**src/rtl/bmc_rx_pkg.sv**
```systemverilog
package bmc_rx_pkg;

   // class of the run that just ended at a line edge
   typedef enum logic [1:0] {
      IV_HALF,
      IV_FULL,
      IV_LONG,
      IV_BAD
   } interval_e;

   // preamble kinds, told apart by their second run
   typedef enum logic [1:0] {
      PK_FIRST,
      PK_SECOND,
      PK_BLOCK
   } pre_kind_e;

   typedef enum logic [2:0] {
      ST_HUNT,
      ST_PRE1,
      ST_PRE2,
      ST_PRE3,
      ST_CELL,
      ST_MID
   } fr_state_e;

endpackage

```
**src/rtl/bmc_rx_sync.sv**
```systemverilog
module bmc_rx_sync #(
   parameter int STAGES = 2
) (
   input  logic clk,
   input  logic rst_n,
   input  logic din,
   output logic dout
);

   generate
      if (STAGES < 2) begin : g_stage_chk
         $error("bmc_rx_sync: STAGES must be at least 2");
      end
   endgenerate

   logic [STAGES-1:0] chain;

   generate
      for (genvar g = 0; g < STAGES; g++) begin : g_stage
         always_ff @(posedge clk or negedge rst_n) begin
            if (!rst_n) begin
               chain[g] <= 1'b0;
            end else begin
               chain[g] <= (g == 0) ? din : chain[(g == 0) ? 0 : g - 1];
            end
         end
      end
   endgenerate

   assign dout = chain[STAGES-1];

endmodule

```
**src/rtl/bmc_rx_interval.sv**
```systemverilog
module bmc_rx_interval
   import bmc_rx_pkg::*;
#(
   parameter int CELL_CLKS = 4
) (
   input  logic      clk,
   input  logic      rst_n,
   input  logic      level,
   output logic      edge_seen,
   output interval_e kind
);

   localparam int HALF     = CELL_CLKS / 2;
   localparam int LIM_HALF = HALF + HALF / 2;
   localparam int LIM_FULL = 2 * HALF + HALF / 2;
   localparam int LIM_LONG = 3 * HALF + HALF / 2;
   localparam int CNT_MAX  = LIM_LONG + 1;
   localparam int CNT_W    = $clog2(CNT_MAX + 1);

   generate
      if (CELL_CLKS < 4 || (CELL_CLKS % 2) != 0) begin : g_cell_chk
         $error("bmc_rx_interval: CELL_CLKS must be even and at least 4");
      end
   endgenerate

   logic             prev;
   logic [CNT_W-1:0] run;

   assign edge_seen = level ^ prev;

   // run length since the previous edge, saturating so idle lines read as bad
   always_ff @(posedge clk or negedge rst_n) begin
      if (!rst_n) begin
         prev <= 1'b0;
         run  <= CNT_W'(CNT_MAX);
      end else begin
         prev <= level;
         if (edge_seen) begin
            run <= CNT_W'(1);
         end else if (run != CNT_W'(CNT_MAX)) begin
            run <= run + 1'b1;
         end
      end
   end

   always_comb begin
      if (run <= CNT_W'(LIM_HALF)) begin
         kind = IV_HALF;
      end else if (run <= CNT_W'(LIM_FULL)) begin
         kind = IV_FULL;
      end else if (run <= CNT_W'(LIM_LONG)) begin
         kind = IV_LONG;
      end else begin
         kind = IV_BAD;
      end
   end

endmodule

```
**src/rtl/bmc_rx_framer.sv**
```systemverilog
module bmc_rx_framer
   import bmc_rx_pkg::*;
#(
   parameter int DATA_W = 24,
   parameter int CTRL_W = 4
) (
   input  logic              clk,
   input  logic              rst_n,
   input  logic              edge_seen,
   input  interval_e         kind,
   output logic [DATA_W-1:0] left_word,
   output logic [DATA_W-1:0] right_word,
   output logic [CTRL_W-1:0] ctrl_bits,
   output logic              word_valid,
   output logic              word_chan,
   output logic              chan_start,
   output logic              chan_sel,
   output logic              block_start
);

   localparam int SF_BITS = DATA_W + CTRL_W;
   localparam int BCW     = $clog2(SF_BITS);

   generate
      if (DATA_W < 1 || CTRL_W < 1) begin : g_width_chk
         $error("bmc_rx_framer: DATA_W and CTRL_W must be positive");
      end
   endgenerate

   fr_state_e          st;
   pre_kind_e          pk;
   logic [SF_BITS-1:0] shreg;
   logic [BCW-1:0]     nbits;

   logic               bit_ok;
   logic               pre_done;
   logic [SF_BITS-1:0] next_sh;
   logic               last_bit;

   always_comb begin
      bit_ok   = (st == ST_CELL && kind == IV_FULL) ||
                 (st == ST_MID  && kind == IV_HALF);
      pre_done = (pk == PK_FIRST  && kind == IV_HALF) ||
                 (pk == PK_SECOND && kind == IV_FULL) ||
                 (pk == PK_BLOCK  && kind == IV_LONG);
      next_sh  = {(st == ST_MID), shreg[SF_BITS-1:1]};
      last_bit = (nbits == BCW'(SF_BITS - 1));
   end

   always_ff @(posedge clk or negedge rst_n) begin
      if (!rst_n) begin
         st          <= ST_HUNT;
         pk          <= PK_FIRST;
         shreg       <= '0;
         nbits       <= '0;
         left_word   <= '0;
         right_word  <= '0;
         ctrl_bits   <= '0;
         word_valid  <= 1'b0;
         word_chan   <= 1'b0;
         chan_start  <= 1'b0;
         chan_sel    <= 1'b0;
         block_start <= 1'b0;
      end else begin
         word_valid  <= 1'b0;
         chan_start  <= 1'b0;
         block_start <= 1'b0;
         if (edge_seen) begin
            case (st)
               ST_HUNT: begin
                  if (kind == IV_LONG) st <= ST_PRE1;
               end
               ST_PRE1: begin
                  st <= ST_PRE2;
                  case (kind)
                     IV_LONG: pk <= PK_FIRST;
                     IV_HALF: pk <= PK_BLOCK;
                     IV_FULL: pk <= PK_SECOND;
                     default: st <= ST_HUNT;
                  endcase
               end
               ST_PRE2: begin
                  st <= (kind == IV_HALF) ? ST_PRE3 : ST_HUNT;
               end
               ST_PRE3: begin
                  if (pre_done) begin
                     st          <= ST_CELL;
                     nbits       <= '0;
                     chan_start  <= 1'b1;
                     block_start <= (pk == PK_BLOCK);
                     chan_sel    <= (pk == PK_SECOND);
                  end else begin
                     st <= ST_HUNT;
                  end
               end
               ST_CELL, ST_MID: begin
                  if (bit_ok) begin
                     shreg <= next_sh;
                     nbits <= nbits + 1'b1;
                     if (last_bit) begin
                        st         <= ST_HUNT;
                        word_valid <= 1'b1;
                        word_chan  <= (pk == PK_SECOND);
                        ctrl_bits  <= next_sh[SF_BITS-1:DATA_W];
                        if (pk == PK_SECOND) begin
                           right_word <= next_sh[DATA_W-1:0];
                        end else begin
                           left_word <= next_sh[DATA_W-1:0];
                        end
                     end else begin
                        st <= ST_CELL;
                     end
                  end else if (st == ST_CELL && kind == IV_HALF) begin
                     st <= ST_MID;
                  end else begin
                     st <= ST_HUNT;
                  end
               end
               default: st <= ST_HUNT;
            endcase
         end
      end
   end

endmodule

```
**src/rtl/bmc_subframe_rx.sv**
```systemverilog
module bmc_subframe_rx
   import bmc_rx_pkg::*;
#(
   parameter int CELL_CLKS   = 4,
   parameter int SYNC_STAGES = 2,
   parameter int DATA_W      = 24,
   parameter int CTRL_W      = 4
) (
   input  logic              clk,
   input  logic              rst_n,
   input  logic              bmc_in,
   output logic [DATA_W-1:0] left_word,
   output logic [DATA_W-1:0] right_word,
   output logic [CTRL_W-1:0] ctrl_bits,
   output logic              word_valid,
   output logic              word_chan,
   output logic              chan_start,
   output logic              chan_sel,
   output logic              block_start
);

   logic      line_lvl;
   logic      edge_seen;
   interval_e run_kind;

   bmc_rx_sync #(.STAGES(SYNC_STAGES)) i_sync (
      .clk  (clk),
      .rst_n(rst_n),
      .din  (bmc_in),
      .dout (line_lvl)
   );

   bmc_rx_interval #(.CELL_CLKS(CELL_CLKS)) i_interval (
      .clk      (clk),
      .rst_n    (rst_n),
      .level    (line_lvl),
      .edge_seen(edge_seen),
      .kind     (run_kind)
   );

   bmc_rx_framer #(.DATA_W(DATA_W), .CTRL_W(CTRL_W)) i_framer (
      .clk        (clk),
      .rst_n      (rst_n),
      .edge_seen  (edge_seen),
      .kind       (run_kind),
      .left_word  (left_word),
      .right_word (right_word),
      .ctrl_bits  (ctrl_bits),
      .word_valid (word_valid),
      .word_chan  (word_chan),
      .chan_start (chan_start),
      .chan_sel   (chan_sel),
      .block_start(block_start)
   );

endmodule

```
**config.mk**
```make
export PLATFORM = sky130hd
export DESIGN_NAME = bmc_subframe_rx
export DESIGN_NICKNAME = d
export VERILOG_FILES = /design/src/rtl/bmc_rx_pkg.sv /design/src/rtl/bmc_rx_sync.sv /design/src/rtl/bmc_rx_interval.sv /design/src/rtl/bmc_rx_framer.sv /design/src/rtl/bmc_subframe_rx.sv
export SDC_FILE = /design/constraint.sdc
export NUM_CORES = 1
export LEC_CHECK = 0
export CORE_AREA = 2 2 114 83
export DETAILED_ROUTE_END_ITERATION = 7
export DIE_AREA = 0 0 116 85
export DONT_BUFFER_PORTS = 1
export SYNTH_ARGS = -nofsm -noshare
export SYNTH_HDL_FRONTEND = slang
export SYNTH_SLANG_ARGS = --single-unit
```
**constraint.sdc**
```tcl
create_clock -name clk -period 3.53 [get_ports clk]
set_clock_uncertainty 0.05 [all_clocks]
set_input_delay 0.353 -clock clk [delete_from_list [all_inputs] [get_ports clk]]
set_output_delay 0.353 -clock clk [all_outputs]
set_load 0.1 [all_outputs]
```
==> impl_metrics.json, run 1 <==
{
  "hold_path.class": "flop to flop",
  "worstPathRequired_ns": 3.70,
  "async_flop_share_pct": 100.0,
  "synth_area_leader_cell": "dfrtp_1",
  "placed_cells": 404,
  "dp_hpwl_um": 4585,
  "antenna_found_initial": 0,
  "timing.final.crit_share_pct": 79.78,
  "first_pass_iters": 4,
  "grt_max_degree": 102,
  "synth_nets": 299,
  "finalWeightedCongestion": 0.8300,
  "synth_compound_area_share_pct": 4.572,
  "vdd_ir_drop_max_uv": 248.6,
  "area_growth_pct": 10.44,
  "cap_violations": 0,
  "tightestPinTransition_ns": 0.9355,
  "synthAdderAreaFrac_pct": 1.475,
  "die_area_um2": 9860,
  "p_leak_nw": 2.351,
  "slew_violations": 0,
  "start_util_pct": 48.30,
  "ys.flop_type": "dfrtp_1",
  "fin_crit_ns": 2.816,
  "net-switching-power_mw": 0.6808,
  "clk_latency_ns": 0.33,
  "ctsResizeCount": 0,
  "synth_edf_count": 0,
  "synth_cells": 291,
  "synth.distinct_cells": 48,
  "drt_iter0_drc": 93,
  "ys_seq_elements": 101,
  "vias_per_cell": 5.262,
  "crit_type": "flop to flop",
  "synthTopCellsByArea": "dfrtp_1 59%, mux2_2 16%, mux2_4 6.7%, ha_1 1.5%, a21oi_1 1.1%",
  "clockPowerShare_pct": 39.5,
  "grt_pass1_vias": 2174,
  "synth_top_family_by_area": "multiplexers",
  "clock_path_buffers": 2,
  "cp-start-kind": "flop",
  "rows": 29,
  "endpoint_kind": "flop",
  "clk_pin_slew_ns": 0.07,
  "vias": 2226,
  "cts_root_buf": "clkbuf_16",
  "seq_area_frac_synth_pct": 59.62,
  "status": "complete, no violations",
  "synth-xor-area-share_pct": 1.003,
  "diodes": 0,
  "power_density_nw_per_um2": 561.9,
  "cts_hold_buffers": 3,
  "combPwrFrac_pct": 10.9,
  "synthTopCellsByCount": "100 x dfrtp_1, 59 x mux2_2, 19 x mux2_4, 11 x nand2_1",
  "drc": 0,
  "cts_tree": "built",
  "die_h_um": 85,
  "synth.avg_cell_area_um2": 14.58,
  "hold_viol": 0,
  "die_x_um": 116,
  "grt_setup_unrepaired": "no",
  "numCtsBuffers": 9,
  "cts_setup_buffers": 0,
  "dpl-instance-area_um2": 4320,
  "relSlewSlack_pct": 37.63,
  "core_um2": 8781,
  "swShare_pct": 25.86,
  "cp.arrival_ns": 2.98,
  "dp_slack_ns": 0.7137,
  "setup_slack_ns": 0.7137,
  "port_buffers": 0,
  "synth_mux_area_share_pct": 23.63,
  "fmax_mhz": 355.1,
  "grt_pass1_wl_um": 12010,
  "cts.sinks": 101,
  "crit_fanout": 25,
  "internal_power_mw": 1.951,
  "power_frac_seq_pct": 49.6,
  "synth_top_area_share_pct": 59.00,
  "tns_ns": 0,
  "wire_per_inst_um": 17.36,
  "drive_gt1_share_pct": 35.79,
  "overflow": 0,
  "ioPinCount": 60,
  "drtAntennaViolNets": 0,
  "routed_wl_um": 7344,
  "setup_violations": 0,
  "synth_simple_gate_area_share_pct": 6.785,
  "grt_util_all_layers_pct": 16.07,
  "synth_most_common_cell": "dfrtp_1",
  "htree_num_levels": 3,
  "syn_area_um2": 4242,
  "fin_area_um2": 4684,
  "final_cells": 423,
  "nNetsFinal": 302,
  "synth_warnings": 0
}
per-layer routing:
metal | global-route usage, % | part of all wire [%] | vias to the layer above | wire length [um]
met1 | 23.30 | 49 | 1122 | 3629
met5 | 0 | 0 | - | 0
met3 | 7.786 | 8.4 | 10 | 618
li1 | - | - | 1033 | -
met4 | 4.654 | 1.0 | 0 | 75
met2 | 21.37 | 41 | 61 | 3021
path summary, 6_finish.rpt:
kind                       slack (ns)         startpoint                      end  depth (start not counted)
max                              0.71  i_interval.run[1]  i_framer.right_word[12]                          7
min                              0.30    i_sync.chain[0]              i_sync.dout                          0
max reg2reg                      0.71  i_interval.run[1]  i_framer.right_word[12]                          7
min reg2reg                      0.30    i_sync.chain[0]              i_sync.dout                          0
max in group asynchronous        2.47              rst_n    i_framer.left_word[9]                          2
min in group asynchronous        0.61              rst_n           i_framer.st[0]                          2
state kept, by name, indices dropped and copies added, names as in the netlist, 2 cells and up:
| name | cells |
|---|---|
| i_interval.run | 4 |
| i_framer.right_word | 24 |
| i_framer.shreg | 27 |
| i_framer.ctrl_bits | 4 |
| i_framer.pk | 2 |
| i_framer.left_word | 24 |
| i_framer.st | 3 |
| i_framer.nbits | 5 |
worst max-delay path, cell delays in order (launching register included):
cell,delay [ns]
dfrtp_1,0.41
inv_1,0.11
ha_1,0.24
o21ai_1,0.15
mux2i_4,0.28
nand4_4,0.20
or3_2,0.83
mux2_4,0.43
area by class of cell:
class / count / area (um2)
Clock inverter: 5 / 83.83
Tap cell: 124 / 155.1
Fill cell: 766 / 4096
Sequential cell: 101 / 2529
Multi-Input combinational cell: 170 / 1595
Clock buffer: 11 / 232.7
Timing Repair Buffer: 5 / 62.56
Inverter: 7 / 26.28
power groups by stage:
stage | combinational [mW] | clock [mW] | sequential, mW
final | 0.287 | 1.04 | 1.30
after global placement | 0.257 | 0 | 1.32
after CTS | 0.289 | 1.08 | 1.30
after floorplan | 0.249 | 0 | 1.28
after detailed placement | 0.259 | 0 | 1.32
after global routing | 0.323 | 1.12 | 1.32
cells by family (layout without fill, tap and decap cells):
family / after synthesis / count (layout)
xor+xnor: 4 / 4
fa+ha+maj: 5 / 5
simple gates: 47 / 47
flops: 101 / 101
mux: 82 / 82
buf+inv: 20 / 28
compound gates: 32 / 32
cells in the final DEF, fill, tap and decap left out, types with 2 or more instances in the layout:
cell,count
nand2_1,11
o21ai_0,9
mux2i_1,3
clkbuf_16,9
nand3b_1,2
mux2_2,59
nor4_1,3
xnor2_1,2
mux2_4,19
dfrtp_1,100
or4_1,2
o31ai_1,5
nor2_1,7
nand2b_1,4
clkinvlp_4,2
bufinv_16,2
inv_1,7
clkbuf_1,2
or2_2,2
nand4_1,2
ha_1,5
dlygate4sd3_1,2
a21oi_1,9
buf_4,2
o21bai_1,2
stage by stage:
stage | total power [mW] | util [%] | hold WS, ns
2_1_floorplan | 1.528 | - | 0.007409
3_3_place_gp | 1.580 | 49.20 | 0.01057
3_5_place_dp | 1.584 | 49.20 | 0.01069
4_1_cts | 2.670 | 53.35 | 0.3024
5_1_grt | 2.758 | 53.35 | 0.3076
6_report | 2.632 | 53.35 | 0.2980
Power figures use the tool's default switching activity.
==> run 2, diff against run 1 <==
Clock period 3.53 ns to 2.77 ns, I/O delays scaled along.
==> run 2 against run 1 <==
Compared with the run above:
- combinational power up 41%
- critical path depth grew 1
- register-to-register slack got worse by 0.52 ns
- global-route usage up 0.42 points
- sequential power up 27%
- sequential cell count unchanged
- cell count rose by 1.4%
- cell area grew 0.72%
- clock power is 18% higher
- via count up 1.4%
- sequential share of layout area decreased by 0.39 points
- largest power group unchanged
- total power increased by 25%
==> impl_metrics.json, run 2 (synthesis results as in run 1) <==
{
  "cp-start-kind": "flop",
  "crit_type": "flop to flop",
  "ctsResizeCount": 0,
  "cts_setup_buffers": 0,
  "hold_viol": 0,
  "setup_violations": 0,
  "start_util_pct": 48.30,
  "top_register": "i_framer.shreg",
  "ioPinCount": 60,
  "grt_max_degree": 102,
  "vias": 2257,
  "cts_root_buf": "clkbuf_16",
  "timing.final.crit_share_pct": 92.85,
  "p_leak_nw": 2.378,
  "largest_register_ffs": 27,
  "r2r_slack_ns": 0.20,
  "cts.sinks": 101,
  "antenna_found_initial": 0,
  "endpoint": "i_framer.right_word[10]",
  "die_area_um2": 9860,
  "vdd_ir_drop_max_uv": 336.2,
  "layout_commonest_cell": "dfrtp_1",
  "die_x_um": 116,
  "relSlewSlack_pct": 36.51,
  "grt_pass1_wl_um": 12340,
  "setup_slack_ns": 0.1979,
  "drtAntennaViolNets": 0,
  "drc": 0,
  "r2r_cells": 8,
  "area_growth_pct": 11.24,
  "first_pass_iters": 4,
  "core_um2": 8781,
  "drive_gt1_share_pct": 37.38,
  "vias_per_cell": 5.261,
  "fin_crit_ns": 2.572,
  "wire_per_inst_um": 17.31,
  "reg_top3": "i_framer.shreg: 27 flops, i_framer.left_word: 24 flops, i_framer.right_word: 24 flops",
  "endpoint_kind": "flop",
  "hold_path.class": "flop to flop",
  "fillerInstances": 778,
  "grt_util_all_layers_pct": 16.50,
  "die_h_um": 85,
  "clk_pin_slew_ns": 0.07,
  "nNetsFinal": 308,
  "tns_ns": 0,
  "cp.arrival_ns": 2.74,
  "startpoint": "i_interval.run[0]",
  "port_buffers": 0,
  "grt_setup_unrepaired": "no",
  "slew_violations": 0,
  "r2r_start": "i_interval.run[0]",
  "cts_hold_buffers": 3,
  "worstPathRequired_ns": 2.94,
  "cts_tree": "built",
  "crit_fanout": 25,
  "htree_num_levels": 3,
  "clk_latency_ns": 0.34,
  "finalWeightedCongestion": 0.8156,
  "final_cell_mix": "100 x dfrtp_1, 59 x mux2_2, 19 x mux2_4",
  "dp_hpwl_um": 4743,
  "tightestPinTransition_ns": 0.9523,
  "grt_pass1_vias": 2278,
  "worstReg2RegEnd": "i_framer.right_word[10]",
  "rows": 29,
  "overflow": 0,
  "status": "complete, no violations",
  "drt_iter0_drc": 155,
  "cap_violations": 0,
  "power_density_nw_per_um2": 695.4,
  "routed_wl_um": 7425,
  "numCtsBuffers": 9,
  "dp_slack_ns": 0.2178,
  "fmax_mhz": 388.8,
  "diodes": 0,
  "finalCoreUtilization_pct": 53.73,
  "clock_path_buffers": 2,
  "power.total_mw": 3.281
}
## run 2: changes by cell type in the layout (fill, tap and decap cells not counted), sizes merged
cell / change
buf: +6
bufinv: -1
inv: -1
clkinv: +3
clkbuf: -1
## run 2: report_power, final
group          internal, mW  leakage (nW)  switching (mW)
combinational         0.171         0.853           0.233
clock                 0.699         0.138           0.529
sequential             1.54          1.39           0.111
total                  2.41          2.38           0.873
## run 2: worst max-delay path: stages (launching register included)
cell	delay, ns
dfrtp_1	0.44
inv_1	0.11
ha_1	0.25
o21ai_1	0.14
mux2i_4	0.26
nand4_4	0.20
or3_2	0.49
buf_12	0.20
mux2_4	0.30
## run 2: how the worst min path moves through the flow
stage	start	end	slack, ns	cells past startpoint
6_report	i_sync.chain[0]	i_sync.dout	0.30	0
5_1_grt	i_sync.chain[0]	i_sync.dout	0.31	0
4_1_cts	i_sync.chain[0]	i_sync.dout	0.30	0
3_5_place_dp	rst_n	i_framer.nbits[3]	-0.07	0
3_3_place_gp	rst_n	i_framer.chan_start	-0.07	0
2_1_floorplan	rst_n	i_framer.block_start	-0.07	0
## run 2: cell type report
| class | instances | area, um2 | area share, % |
|---|---|---|---|
| Sequential cell | 101 | 2529 | 53.59 |
| Multi-Input combinational cell | 170 | 1595 | 33.81 |
| Clock buffer | 10 | 229.0 | 4.853 |
| Tap cell | 124 | 155.1 | 3.288 |
| Timing Repair Buffer | 11 | 120.1 | 2.546 |
| Clock inverter | 6 | 63.81 | 1.352 |
| Inverter | 7 | 26.28 | 0.5569 |
## run 2: per-stage QoR
| stage | instance area (um2) | hold WS (ns) | std cells |
|---|---|---|---|
| CTS | 4718 | 0.3022 | 429 |
| floorplan | 4242 | -0.06859 | 291 |
| finish | 4718 | 0.2986 | 429 |
| global placement | 4378 | -0.06556 | 410 |
| detailed placement | 4378 | -0.06569 | 410 |
| global route | 4718 | 0.3081 | 429 |
## run 2: metal layers
layer / GRT usage, % / vias to the layer above / wire length (um)
met4: 5.519 / 0 / 159
met2: 20.73 / 78 / 2923
li1: - / 1055 / -
met5: 0 / - / 0
met1: 24.00 / 1114 / 3621
met3: 8.929 / 10 / 721
==> run 3, diff against run 2 <==
Settings changed: ABC_AREA set to 1, CORE_AREA 2 2 114 83 to 2 2 110 80, DIE_AREA 0 0 116 85 to 0 0 112 82, PLACE_DENSITY set to 0.69.
==> run 3 against run 2 <==
Compared with the run above:
- worst setup slack better by 0.48 ns
- global-route usage up 4.1 points
- sequential power about the same
- synthesized area up 3.1%
- largest cell class unchanged
- cell area up 0.45%
==> impl_metrics.json, run 3 <==
{
  "grt_pass1_wl_um": 14950,
  "synth_cells": 484,
  "fmax_mhz": 477.0,
  "dp_slack_ns": 0.6835,
  "grt_pass1_vias": 2998,
  "power_density_nw_per_um2": 694.7,
  "nNetsFinal": 490,
  "rows": 28,
  "synth_top_area_share_pct": 57.22,
  "synthTopCellsByCount": "171 x nand2_1, 100 x dfrtp_1, 58 x nand4_1, 36 x inv_1, 26 x o21ai_0",
  "seq_area_frac_synth_pct": 57.83,
  "tns_ns": 0,
  "dp_hpwl_um": 5715,
  "area_growth_pct": 8.384,
  "cp-start-kind": "flop",
  "clk_pin_slew_ns": 0.07,
  "grtUsageMet3_pct": 6.568,
  "crit_fanout": 25,
  "finalWeightedCongestion": 0.8656,
  "cp.arrival_ns": 2.27,
  "grt_setup_unrepaired": "no",
  "cts_root_buf": "clkbuf_16",
  "die_area_um2": 9184,
  "synth_area_leader_cell": "dfrtp_1",
  "path_cells": "ha_1 > inv_1 > nor2_1 > nand3_1 > nor2_4 > buf_4 > nand4_2 > buf_4 > nand2_1 > nand2_1",
  "worstReg2RegEnd": "i_framer.right_word[4]",
  "grt_util_all_layers_pct": 20.61,
  "first_pass_iters": 4,
  "crit_family": "simple AND/OR/NAND/NOR gates",
  "synth_nets": 492,
  "final_cells": 592,
  "ys.flop_type": "dfrtp_1",
  "hold_depth": 0,
  "clk_latency_ns": 0.34,
  "synthTopCellsByArea": "dfrtp_1 57%, nand2_1 15%, nand4_1 8.3%, inv_1 3.1%, o21ai_0 3.0%",
  "drc": 0,
  "met1_usage_pct": 29.23,
  "wire_per_inst_um": 15.16,
  "p_leak_nw": 2.465,
  "relSlewSlack_pct": 35.97,
  "htree_num_levels": 3,
  "synth_edf_count": 0,
  "ys_seq_elements": 101,
  "hold_viol": 0,
  "cpMaxStageDelayCell": "dfrtp_1",
  "crit_type": "flop to flop",
  "drtAntennaViolNets": 0,
  "vdd_ir_drop_max_uv": 324.0,
  "syn_area_um2": 4373,
  "fin_crit_ns": 2.096,
  "die_h_um": 82,
  "port_buffers": 0,
  "placed_cells": 573,
  "core_um2": 8198,
  "tightestPinTransition_ns": 0.9604,
  "dpl-instance-area_um2": 4423,
  "setup_violations": 0,
  "grtUsageMet2_pct": 31.39,
  "largest_register_ffs": 27,
  "overflow": 0,
  "slew_violations": 0,
  "ctsResizeCount": 0,
  "clock_path_buffers": 2,
  "worst_path_largest_cell_delay_ns": 0.41,
  "diodes": 0,
  "top_register": "i_framer.shreg",
  "endpoint_kind": "flop",
  "grt_max_degree": 102,
  "vias_per_cell": 5.441,
  "start_util_pct": 53.34,
  "fin_area_um2": 4740,
  "timing.final.crit_share_pct": 75.68,
  "routed_wl_um": 8972,
  "synth.avg_cell_area_um2": 9.035,
  "r2r_cells": 10,
  "status": "complete, no violations",
  "drive_gt1_share_pct": 8.419,
  "final_cell_mix": "171 x nand2_1, 100 x dfrtp_1, 58 x nand4_1",
  "hold_path.startpoint": "i_sync.chain[0]",
  "die_x_um": 112,
  "worstPathRequired_ns": 2.95,
  "vias": 3221,
  "layout_commonest_cell": "nand2_1",
  "cap_violations": 0,
  "drt_iter0_drc": 242,
  "setup_slack_ns": 0.6736,
  "hold_path.class": "flop to flop",
  "crit_buf_inv": 3,
  "top_usage_layer": "met2",
  "synth_warnings": 0,
  "r2r_slack_ns": 0.67,
  "numCtsBuffers": 9,
  "cts_tree": "built",
  "async_flop_share_pct": 100.0,
  "reg_top3": "i_framer.shreg: 27 flops, i_framer.left_word: 24 flops, i_framer.right_word: 24 flops",
  "synth_most_common_cell": "nand2_1",
  "synth.distinct_cells": 28,
  "cts.sinks": 101,
  "r2r_start": "i_framer.nbits[0]",
  "antenna_found_initial": 0,
  "ioPinCount": 60,
  "finalCoreUtilization_pct": 57.81,
  "whs_endpoint": "i_sync.dout"
}
## run 3: cell count changes after synthesis, sizes merged, moves of 3 or more
cell and delta:
mux2 -78, o31ai -5, nand2 +161, o21ai +29, buf +10, nor2 +7, nor4 -3, a21oi -6
mux2i -4, inv +34, nand4 +58, nand3 +16, nand2b -4
## run 3: per-stage QoR
step                      total power, mW  hold WS, ns
after floorplan                     2.024     -0.06859
after global placement              2.109     -0.06376
after detailed placement            2.124     -0.06642
after CTS                           3.311       0.3059
after global routing                3.451       0.3197
final                               3.293       0.3030
## run 3: cell families (layout without fill, tap and decap cells)
| kind of cell | after synthesis | after routing | synth area share (%) |
|---|---|---|---|
| adder cells (fa/ha/maj) | 5 | 5 | 1.431 |
| flip-flops | 101 | 101 | 57.83 |
| XOR/XNOR | 3 | 3 | 0.7727 |
| AO/OA/AOI/OAI | 42 | 42 | 5.064 |
| buffers and inverters | 65 | 68 | 6.752 |
| AND/OR/NAND/NOR | 268 | 268 | 28.15 |
## run 3: timing repair
| action | 4_1_cts | 5_1_grt |
|---|---|---|
| setup buffers | 0 | 0 |
| endpoints found under the hold margin | 102 | 0 |
| hold buffers | 3 | 0 |
## run 3: how the worst max path moves through the flow
stage	start	endpoint	slack, ns	cells past startpoint
after floorplan	i_interval.run[0]	i_framer.right_word[10]	1.06	10
after global placement	i_framer.nbits[0]	i_framer.right_word[12]	0.81	10
after detailed placement	i_framer.nbits[0]	i_framer.right_word[0]	0.68	10
after CTS	i_framer.nbits[0]	i_framer.right_word[0]	0.67	10
after global routing	i_framer.nbits[0]	i_framer.right_word[4]	0.47	10
final	i_framer.nbits[0]	i_framer.right_word[4]	0.67	10
## run 3: power by group
part           total [mW]  switching, mW  internal [mW]
sequential           1.66          0.128           1.53
clock                1.15          0.540          0.612
combinational       0.478          0.347          0.132
total                3.29           1.01           2.28
## run 3: layout make-up
cell class / count / area [um2]
clock buffers: 11 / 232.7
clock inverters: 5 / 36.28
fillers: 741 / 3458
inverters: 41 / 153.9
multi-input cells: 318 / 1549
flip-flops and latches: 101 / 2529
well taps: 105 / 131.4
repair buffers: 11 / 107.6
## run 3: routing by layer
metal,part of all wire (%),up-vias
met5,0,-
met4,0.81,0
met2,45,82
met3,6.9,8
met1,47,1544
li1,-,1587
## run 3: worst reg2reg max path: cells and delay by family (launching register included)
kind	cells	cell delay (ns)
adder cells (fa/ha/maj)	1	0.25
buffers and inverters	3	0.56
flip-flops	1	0.41
AND/OR/NAND/NOR	6	0.72
